===== src/rtl/trialdiv_pkg.sv =====
package trialdiv_pkg;
  typedef enum logic [2:0] {
    ST_IDLE, ST_FETCH, ST_CHECK, ST_DIVIDE, ST_REPORT, ST_FINISH
  } ctrlState;

  typedef struct packed {
    logic loadCand;
    logic loadEntry;
    logic startDiv;
  } ctrlStrobes;
endpackage


===== src/rtl/trialdiv_datapath.sv =====
module trialdiv_datapath
  import trialdiv_pkg::*;
#(
  parameter int A_W = 32,
  parameter int B_W = 32,
  parameter int S_W = 32,
  parameter int P_W = 32,
  parameter longint RAT_BOUND = 64'd1073741824,
  parameter longint ALG_BOUND = 64'd134217728
) (
  input  logic                  clk,
  input  logic                  rstN,
  input  ctrlStrobes            strb,
  input  logic signed [A_W-1:0] candA,
  input  logic [B_W-1:0]        candB,
  input  logic                  candAlg,
  input  logic [P_W-1:0]        entPrime,
  input  logic [S_W-1:0]        entRoot,
  output logic [P_W-1:0]        pReg,
  output logic                  pInRange,
  output logic                  divBusy,
  output logic                  divDone,
  output logic                  isZero
);
  localparam int PROD_W = B_W + S_W;
  localparam int MAG_W  = PROD_W + 1;
  localparam int SUM_W  = PROD_W + 2;
  localparam int CNT_W  = $clog2(MAG_W + 1);

  logic signed [A_W-1:0] aReg;
  logic [B_W-1:0]        bReg;
  logic [S_W-1:0]        sReg;
  logic                  algReg;
  logic [MAG_W-1:0]      dvd;
  logic [P_W-1:0]        rem;
  logic [CNT_W-1:0]      cnt;
  logic                  negReg;

  logic [PROD_W-1:0]       prod;
  logic signed [SUM_W-1:0] sum;
  logic signed [SUM_W-1:0] negSum;
  logic [MAG_W-1:0]        mag;
  logic [P_W:0]            remShift;
  logic [P_W:0]            remNext;
  logic [P_W-1:0]          resid;
  logic [P_W-1:0]          bound;

  // Wide product and signed sum of the linear form
  assign prod     = PROD_W'(bReg) * PROD_W'(sReg);
  assign sum      = $signed({2'b00, prod}) + SUM_W'(aReg);
  assign negSum   = -sum;
  assign mag      = sum[SUM_W-1] ? negSum[MAG_W-1:0] : sum[MAG_W-1:0];

  // One restoring step per cycle
  assign remShift = {rem, dvd[MAG_W-1]};
  assign remNext  = (remShift >= {1'b0, pReg}) ? remShift - {1'b0, pReg} : remShift;

  // Residue of a negative sum folded into 0..p-1
  assign resid    = (negReg && rem != '0) ? pReg - rem : rem;
  assign isZero   = (resid == '0);

  assign bound    = algReg ? P_W'(ALG_BOUND) : P_W'(RAT_BOUND);
  assign pInRange = (pReg <= bound);

  always_ff @(posedge clk) begin
    if (!rstN) begin
      aReg    <= '0;
      bReg    <= '0;
      sReg    <= '0;
      algReg  <= 1'b0;
      pReg    <= '0;
      dvd     <= '0;
      rem     <= '0;
      cnt     <= '0;
      negReg  <= 1'b0;
      divBusy <= 1'b0;
      divDone <= 1'b0;
    end else begin
      divDone <= 1'b0;
      if (strb.loadCand) begin
        aReg   <= candA;
        bReg   <= candB;
        algReg <= candAlg;
      end
      if (strb.loadEntry) begin
        pReg <= entPrime;
        sReg <= entRoot;
      end
      if (strb.startDiv) begin
        dvd     <= mag;
        negReg  <= sum[SUM_W-1];
        rem     <= '0;
        cnt     <= CNT_W'(MAG_W);
        divBusy <= 1'b1;
      end else if (divBusy) begin
        rem <= remNext[P_W-1:0];
        dvd <= {dvd[MAG_W-2:0], 1'b0};
        cnt <= cnt - 1'b1;
        if (cnt == CNT_W'(1)) begin
          divBusy <= 1'b0;
          divDone <= 1'b1;
        end
      end
    end
  end

  // the partial remainder never reaches the modulus
  a_r2_rem_below_p: assert property (@(posedge clk) disable iff (!rstN)
    divBusy |-> rem < pReg);
  // a start strobe always engages the divider
  a_r2_start_busy: assert property (@(posedge clk) disable iff (!rstN)
    strb.startDiv |=> divBusy);
  // the folded residue lies in 0..p-1
  a_r3_resid_in_range: assert property (@(posedge clk) disable iff (!rstN)
    divDone |-> resid < pReg);
endmodule


===== src/rtl/trialdiv_ctrl.sv =====
module trialdiv_ctrl
  import trialdiv_pkg::*;
(
  input  logic       clk,
  input  logic       rstN,
  input  logic       candValid,
  output logic       candReady,
  input  logic       entValid,
  output logic       entReady,
  input  logic       entLast,
  output logic       outValid,
  input  logic       outReady,
  output logic       outEnd,
  input  logic       pInRange,
  input  logic       divBusy,
  input  logic       divDone,
  input  logic       isZero,
  output ctrlStrobes strb
);
  ctrlState state, nextState;
  ctrlState afterEntry;
  logic     lastReg;

  assign afterEntry = lastReg ? ST_FINISH : ST_FETCH;
  assign candReady  = (state == ST_IDLE);
  assign entReady   = (state == ST_FETCH);
  assign outValid   = (state == ST_REPORT) || (state == ST_FINISH);
  assign outEnd     = (state == ST_FINISH);

  always_comb begin
    strb.loadCand  = (state == ST_IDLE) && candValid;
    strb.loadEntry = (state == ST_FETCH) && entValid;
    strb.startDiv  = (state == ST_CHECK) && pInRange;
    nextState = state;
    unique case (state)
      ST_IDLE:   if (candValid) nextState = ST_FETCH;
      ST_FETCH:  if (entValid) nextState = ST_CHECK;
      ST_CHECK:  nextState = pInRange ? ST_DIVIDE : afterEntry;
      ST_DIVIDE: if (divDone) nextState = isZero ? ST_REPORT : afterEntry;
      ST_REPORT: if (outReady) nextState = afterEntry;
      ST_FINISH: if (outReady) nextState = ST_IDLE;
      default:   nextState = ST_IDLE;
    endcase
  end

  always_ff @(posedge clk) begin
    if (!rstN) begin
      state   <= ST_IDLE;
      lastReg <= 1'b0;
    end else begin
      state <= nextState;
      if (strb.loadEntry) lastReg <= entLast;
    end
  end

  // nothing is taken or offered while the divider runs
  a_r8_busy_quiet: assert property (@(posedge clk) disable iff (!rstN)
    divBusy |-> !entReady && !candReady && !outValid);
  // an accepted end marker returns the unit to candidate intake
  a_r6_end_then_idle: assert property (@(posedge clk) disable iff (!rstN)
    outValid && outEnd && outReady |=> candReady);
endmodule


===== src/rtl/trialdiv_top.sv =====
module trialdiv_top
  import trialdiv_pkg::*;
#(
  parameter int A_W = 32,
  parameter int B_W = 32,
  parameter int S_W = 32,
  parameter int P_W = 32,
  parameter longint RAT_BOUND = 64'd1073741824,
  parameter longint ALG_BOUND = 64'd134217728
) (
  input  logic                  clk,
  input  logic                  rstN,
  input  logic                  candValid,
  output logic                  candReady,
  input  logic signed [A_W-1:0] candA,
  input  logic [B_W-1:0]        candB,
  input  logic                  candAlg,
  input  logic                  entValid,
  output logic                  entReady,
  input  logic [P_W-1:0]        entPrime,
  input  logic [S_W-1:0]        entRoot,
  input  logic                  entLast,
  output logic                  outValid,
  input  logic                  outReady,
  output logic [P_W-1:0]        outPrime,
  output logic                  outEnd
);
  ctrlStrobes     strb;
  logic [P_W-1:0] pReg;
  logic           pInRange, divBusy, divDone, isZero;

  trialdiv_ctrl u_ctrl (
    .clk(clk), .rstN(rstN),
    .candValid(candValid), .candReady(candReady),
    .entValid(entValid), .entReady(entReady), .entLast(entLast),
    .outValid(outValid), .outReady(outReady), .outEnd(outEnd),
    .pInRange(pInRange), .divBusy(divBusy), .divDone(divDone),
    .isZero(isZero), .strb(strb)
  );

  trialdiv_datapath #(
    .A_W(A_W), .B_W(B_W), .S_W(S_W), .P_W(P_W),
    .RAT_BOUND(RAT_BOUND), .ALG_BOUND(ALG_BOUND)
  ) u_dp (
    .clk(clk), .rstN(rstN), .strb(strb),
    .candA(candA), .candB(candB), .candAlg(candAlg),
    .entPrime(entPrime), .entRoot(entRoot),
    .pReg(pReg), .pInRange(pInRange),
    .divBusy(divBusy), .divDone(divDone), .isZero(isZero)
  );

  assign outPrime = outEnd ? '0 : pReg;

  // a stalled record keeps its content
  a_r7_hold: assert property (@(posedge clk) disable iff (!rstN)
    outValid && !outReady |=> outValid && $stable(outPrime) && $stable(outEnd));
endmodule


===== config.mk =====
export PLATFORM = sky130hd
export DESIGN_NAME = trialdiv_top
export DESIGN_NICKNAME = d
export VERILOG_FILES = /design/src/rtl/trialdiv_pkg.sv /design/src/rtl/trialdiv_datapath.sv /design/src/rtl/trialdiv_ctrl.sv /design/src/rtl/trialdiv_top.sv
export SDC_FILE = /design/constraint.sdc
export NUM_CORES = 2
export LEC_CHECK = 0
export CELL_PAD_IN_SITES_DETAIL_PLACEMENT = 0
export CELL_PAD_IN_SITES_GLOBAL_PLACEMENT = 2
export CORE_MARGIN = 2
export CORE_UTILIZATION = 40
export DETAILED_ROUTE_END_ITERATION = 10
export HOLD_SLACK_MARGIN = 0.08
export PLACE_DENSITY = 0.82
export SLEW_MARGIN = 10
export SYNTH_ARGS = -nofsm -noshare
export SYNTH_HDL_FRONTEND = slang
export SYNTH_HIERARCHICAL = 1
export SYNTH_SLANG_ARGS = --single-unit

===== constraint.sdc =====
create_clock -name clk -period 18.8 [get_ports clk]
set_input_delay 1.88 -clock clk [delete_from_list [all_inputs] [get_ports clk]]
set_output_delay 1.88 -clock clk [all_outputs]
set_load 0.02 [all_outputs]

==> results by stage <==
Detailed routing:
- The count of antenna-violating nets left after detailed routing is 0.
- Summing over every cut layer, the via total after detailed routing is 41.6k.
- The first routing iteration left roughly 2.6k violations.
- Wires add up to 156000 um.
- The number of optimization iterations in the first detailed-route pass is 6.
- In the routed layout, each cell is associated on average with a via count of 5.31.
- In the final routed layout, each cell accounts on average for 20.0 um.
- The number of design rule violations left after detail routing is 0.

Power:
- The maximum vdd ir drop is roughly 110 uV.
- The combinational fraction of design power is a little over three fifths.
- The sequential cell fraction of total power is around 17%.
- The total power divided by cell area is 71.4 nW/um^2.
- Internal power comes to approximately 2.0 mW.
- The part of the power in the clock network is 20.1%.
- The leakage power is roughly 27 nW.
- The sum of internal, switching and leakage power is 4.06 mW.
- The switching component of the power is about 2.0 mW.
- In this run switching power makes up 50.0% of total power.

Floorplan:
- The die covers 133000 sq um.
- The total area inside the core boundary comes to roughly 130000 sq um.
- The standard-cell row count is approximately 130.
- The floorplan step set the die width to 365 um.
- 171 I/O pins were placed.
- Once the floorplan was initialized, standard cells occupied about two fifths of the core.
- The height of the die is 365 um.

Timing:
- The setup TNS after final layout is 0 ps.
- After layout, the worst setup slack is 5040 ps.
- On the final layout, the worst clock skew is 42.2 ps.
- The ratio of final minimum period to clock period is approximately 73%.
- The number of max-slew violations in the final report is 0.
- Setup violations remaining at the end of the flow were counted as 0.
- The minimum clock period is 13760 ps.
- The final hold violation count came to 0.
- Setup repair after global routing left no endpoint under its margin.
- The slew of the pin with the lowest slew margin is 1310 ps.
- Measured against its own limit, the worst slew margin works out to 12.8%.
- The maximum achievable frequency is between 70 and 80 MHz.

Setup path:
- The critical path in this run is classified as reg -> reg.
- Grouping stages by cell kind, the critical path spends the most delay in adder cells.
- Counting stages on the worst path, the most repeated cell is sky130_fd_sc_hd__fa_1.
- At the worst endpoint, the required time is 19280 ps.
- The setup slack of the most critical reg-to-reg path is just over 5000 ps.
- The number of buffers and inverters on the critical path is 4.
- The depth of the most critical reg-to-reg path is 38.
- The cell with the biggest individual delay on the critical path is sky130_fd_sc_hd__dfxtp_1.
- STA classifies the critical path startpoint as a flop.
- The origin of the critical flop-to-flop path is u_dp/sReg[7].
- The destination of the worst register-to-register timing path is u_dp/dvd[64].
- The maximum single-stage delay on the critical path is about 1200 ps.
- The maximum net fanout on the critical path is 33.
- The capturing element type of the critical path is a flop.
- The arrival time of the worst setup path is 14240 ps.

Logic synthesis:
- The synthesized area per cell is 8.57 sq um.
- Summed over its instances, the top area cell type makes up approximately a third of the synthesized netlist area.
- By area the synthesized netlist is led by sky130_fd_sc_hd__fa_1 (34%), sky130_fd_sc_hd__ha_1 (9.7%), sky130_fd_sc_hd__dfxtp_1 (9.2%).
- The number of enable flip-flop cells after synthesis is 0.
- Of all cell types, the one taking the most synthesized area is sky130_fd_sc_hd__fa_1.
- The main flop type after synthesis is sky130_fd_sc_hd__dfxtp_1.
- In the synthesized netlist the async set-or-reset flop fraction comes to 0%.
- For this run, the number of Yosys warnings is 6.
- The net count of the mapped netlist is 7531.
- The post-synthesis cell type count is 90.
- The synthesized design contains 240 register bits.
- After synthesis the cells add up to roughly 52000 sq um.
- The share of the Yosys chip area taken by registers is 9.21%.
- The cell count after synthesis came out at ~6k.

Min path:
- For hold timing, the worst endpoint is u_dp/bReg[23].
- Along the worst hold path, the cell count comes to 2.
- The launch instance of the worst min-delay path is u_dp/bReg[23].
- The path type of the worst min-delay path is reg -> reg.

Place:
- In this run the cell area measured after placement is 55500 sq um.
- The post-placement setup slack is 5120 ps.
- Buffers placed on the I/O ports in this run total 170.
- The number of cells in the design after placement is 7761.
- The final HPWL from detailed placement is 123000 um.
- The final RePlAce weighted congestion is ~0.91.

Global route:
- The number of antenna violations at the first check in global routing is 3.
- The via count of the first global-routing pass is 43.1k.
- The overall overflow remaining after global route is 0.
- Entering global routing, the biggest net connects 108 pins.
- The global-route usage over all layers is between 20% and 30%.
- The first global-routing pass estimated 248000 um of wire.

Clocking:
- The TritonCTS clock tree is done.
- The total clock sinks is 240.
- The depth of the CTS H-tree is 2.
- The maximum buffer depth of the clock tree is 3.
- Once the clock tree was built, the resizer swapped 0 gates to a different size.
- In this run, CTS created clock tree buffers numbering 37.
- The number of hold-repair buffers added at the cts stage is 0.
- The later-pin clock latency in the skew report is 630 ps.
- Once the clock tree was built, the setup fixing pass inserted 0 buffers.
- The clock transition at the registers of the reported paths is 60 ps.
- The root buffer cell chosen for the clock tree is sky130_fd_sc_hd__clkbuf_16.

Final layout:
- The non-filler instance count after layout is a little under 8k.
- The growth of design area from synthesis to finish is 8.98%.
- The ratio of cells with drive above 1 in the final layout is 3.56%.
- 0 antenna diodes ended up in the layout.
- The net count of the finished layout is 7498.
- The cell area after layout is 56900 sq um.
- The library cells used most frequently in the layout, excluding fill and tap cells, are sky130_fd_sc_hd__inv_1 (966), sky130_fd_sc_hd__fa_1 (899), sky130_fd_sc_hd__nand2_1 (671).
- The library cell used most frequently in the layout, excluding fill and tap cells, is sky130_fd_sc_hd__inv_1.

Outcome:
- The flow ran to the end, and the final reports show no timing, DRC or antenna violations.

Job:
- The count of maximum capacitance violations is 0.
worst max path at each step:
stage	from	to	slack, ps	cells past startpoint
after floorplan	u_dp/bReg[16]	u_dp/dvd[54]	8160	41
after global placement	u_dp/sReg[7]	u_dp/dvd[64]	5170	38
after detailed placement	u_dp/sReg[7]	u_dp/dvd[64]	5120	38
after CTS	u_dp/sReg[7]	u_dp/dvd[64]	5020	38
after global routing	u_dp/sReg[7]	u_dp/dvd[64]	4160	38
final	u_dp/sReg[7]	u_dp/dvd[64]	5040	38
through the flow:
step | hold WS, ps | util [%]
5_1_grt | 518 | 43.9
6_report | 491 | 43.9
4_1_cts | 494 | 43.9
2_1_floorplan | 465 | -
3_5_place_dp | 482 | 42.8
3_3_place_gp | 473 | 42.8
tightest hold or removal path, stage by stage (launching register included):
cell and delay, ps:
sky130_fd_sc_hd__dfxtp_1 320, sky130_fd_sc_hd__mux2i_1 60, sky130_fd_sc_hd__nor2_1 70
sequential cells by signal, indices dropped and copies added, names as in the netlist:
name / flops
u_dp/sReg: 32
u_dp/negReg: 1
u_dp/divBusy: 1
u_dp/algReg: 1
u_dp/rem: 32
u_ctrl/state: 3
u_dp/divDone: 1
u_dp/pReg: 32
u_ctrl/lastReg: 1
u_dp/bReg: 32
u_dp/aReg: 32
u_dp/dvd: 65
u_dp/cnt: 7
cell families after synthesis:
family	after synthesis	share of synthesized area (%)
AOI/OAI and AO/OA	870	11.1
DFF	240	9.21
and+or+nand+nor	2013	19.4
xor gates and xnor gates	203	3.41
muxes	174	3.39
adders and majority gates	1305	44.2
buffers and inverters	1286	9.32
power groups by stage:
| stage | Combinational (mW) | Sequential, mW | Clock [mW] |
|---|---|---|---|
| 4_1_cts | 2.54 | 0.706 | 0.845 |
| 6_report | 2.54 | 0.706 | 0.818 |
| 3_5_place_dp | 2.52 | 0.716 | 0 |
| 2_1_floorplan | 1.83 | 0.649 | 0 |
| 5_1_grt | 2.82 | 0.718 | 0.861 |
| 3_3_place_gp | 2.52 | 0.715 | 0 |
metal layers:
metal / global-route usage [%] / up-vias / routed length (um)
li1: - / 19400 / -
met1: 32.4 / 21100 / 70400
met2: 39.8 / 857 / 74200
met3: 2.84 / 210 / 6920
met4: 7.33 / 2 / 4880
met5: 0 / - / 18
area by class of cell:
cell class | count | area, sq um
fill | 13100 | 72600
multi-input combinational | 4565 | 42500
sequential | 240 | 4820
inverter | 967 | 3630
timing repair buffer | 247 | 2280
tap | 1742 | 2180
clock buffer | 51 | 1050
clock inverter | 17 | 373
Yosys cell counts, types with 90 or more instances:
library cell               number
sky130_fd_sc_hd__dfxtp_1      240
sky130_fd_sc_hd__and2_1       576
sky130_fd_sc_hd__nor2b_1       90
sky130_fd_sc_hd__ha_1         406
sky130_fd_sc_hd__fa_1         899
sky130_fd_sc_hd__nand2_1      671
sky130_fd_sc_hd__a21oi_1      220
sky130_fd_sc_hd__xnor2_1      123
sky130_fd_sc_hd__o21ai_0      155
sky130_fd_sc_hd__mux2i_1      150
sky130_fd_sc_hd__nor2_1       312
sky130_fd_sc_hd__clkbuf_1     297
sky130_fd_sc_hd__inv_1        967
No activity file was read; power rests on OpenSTA's default activity.
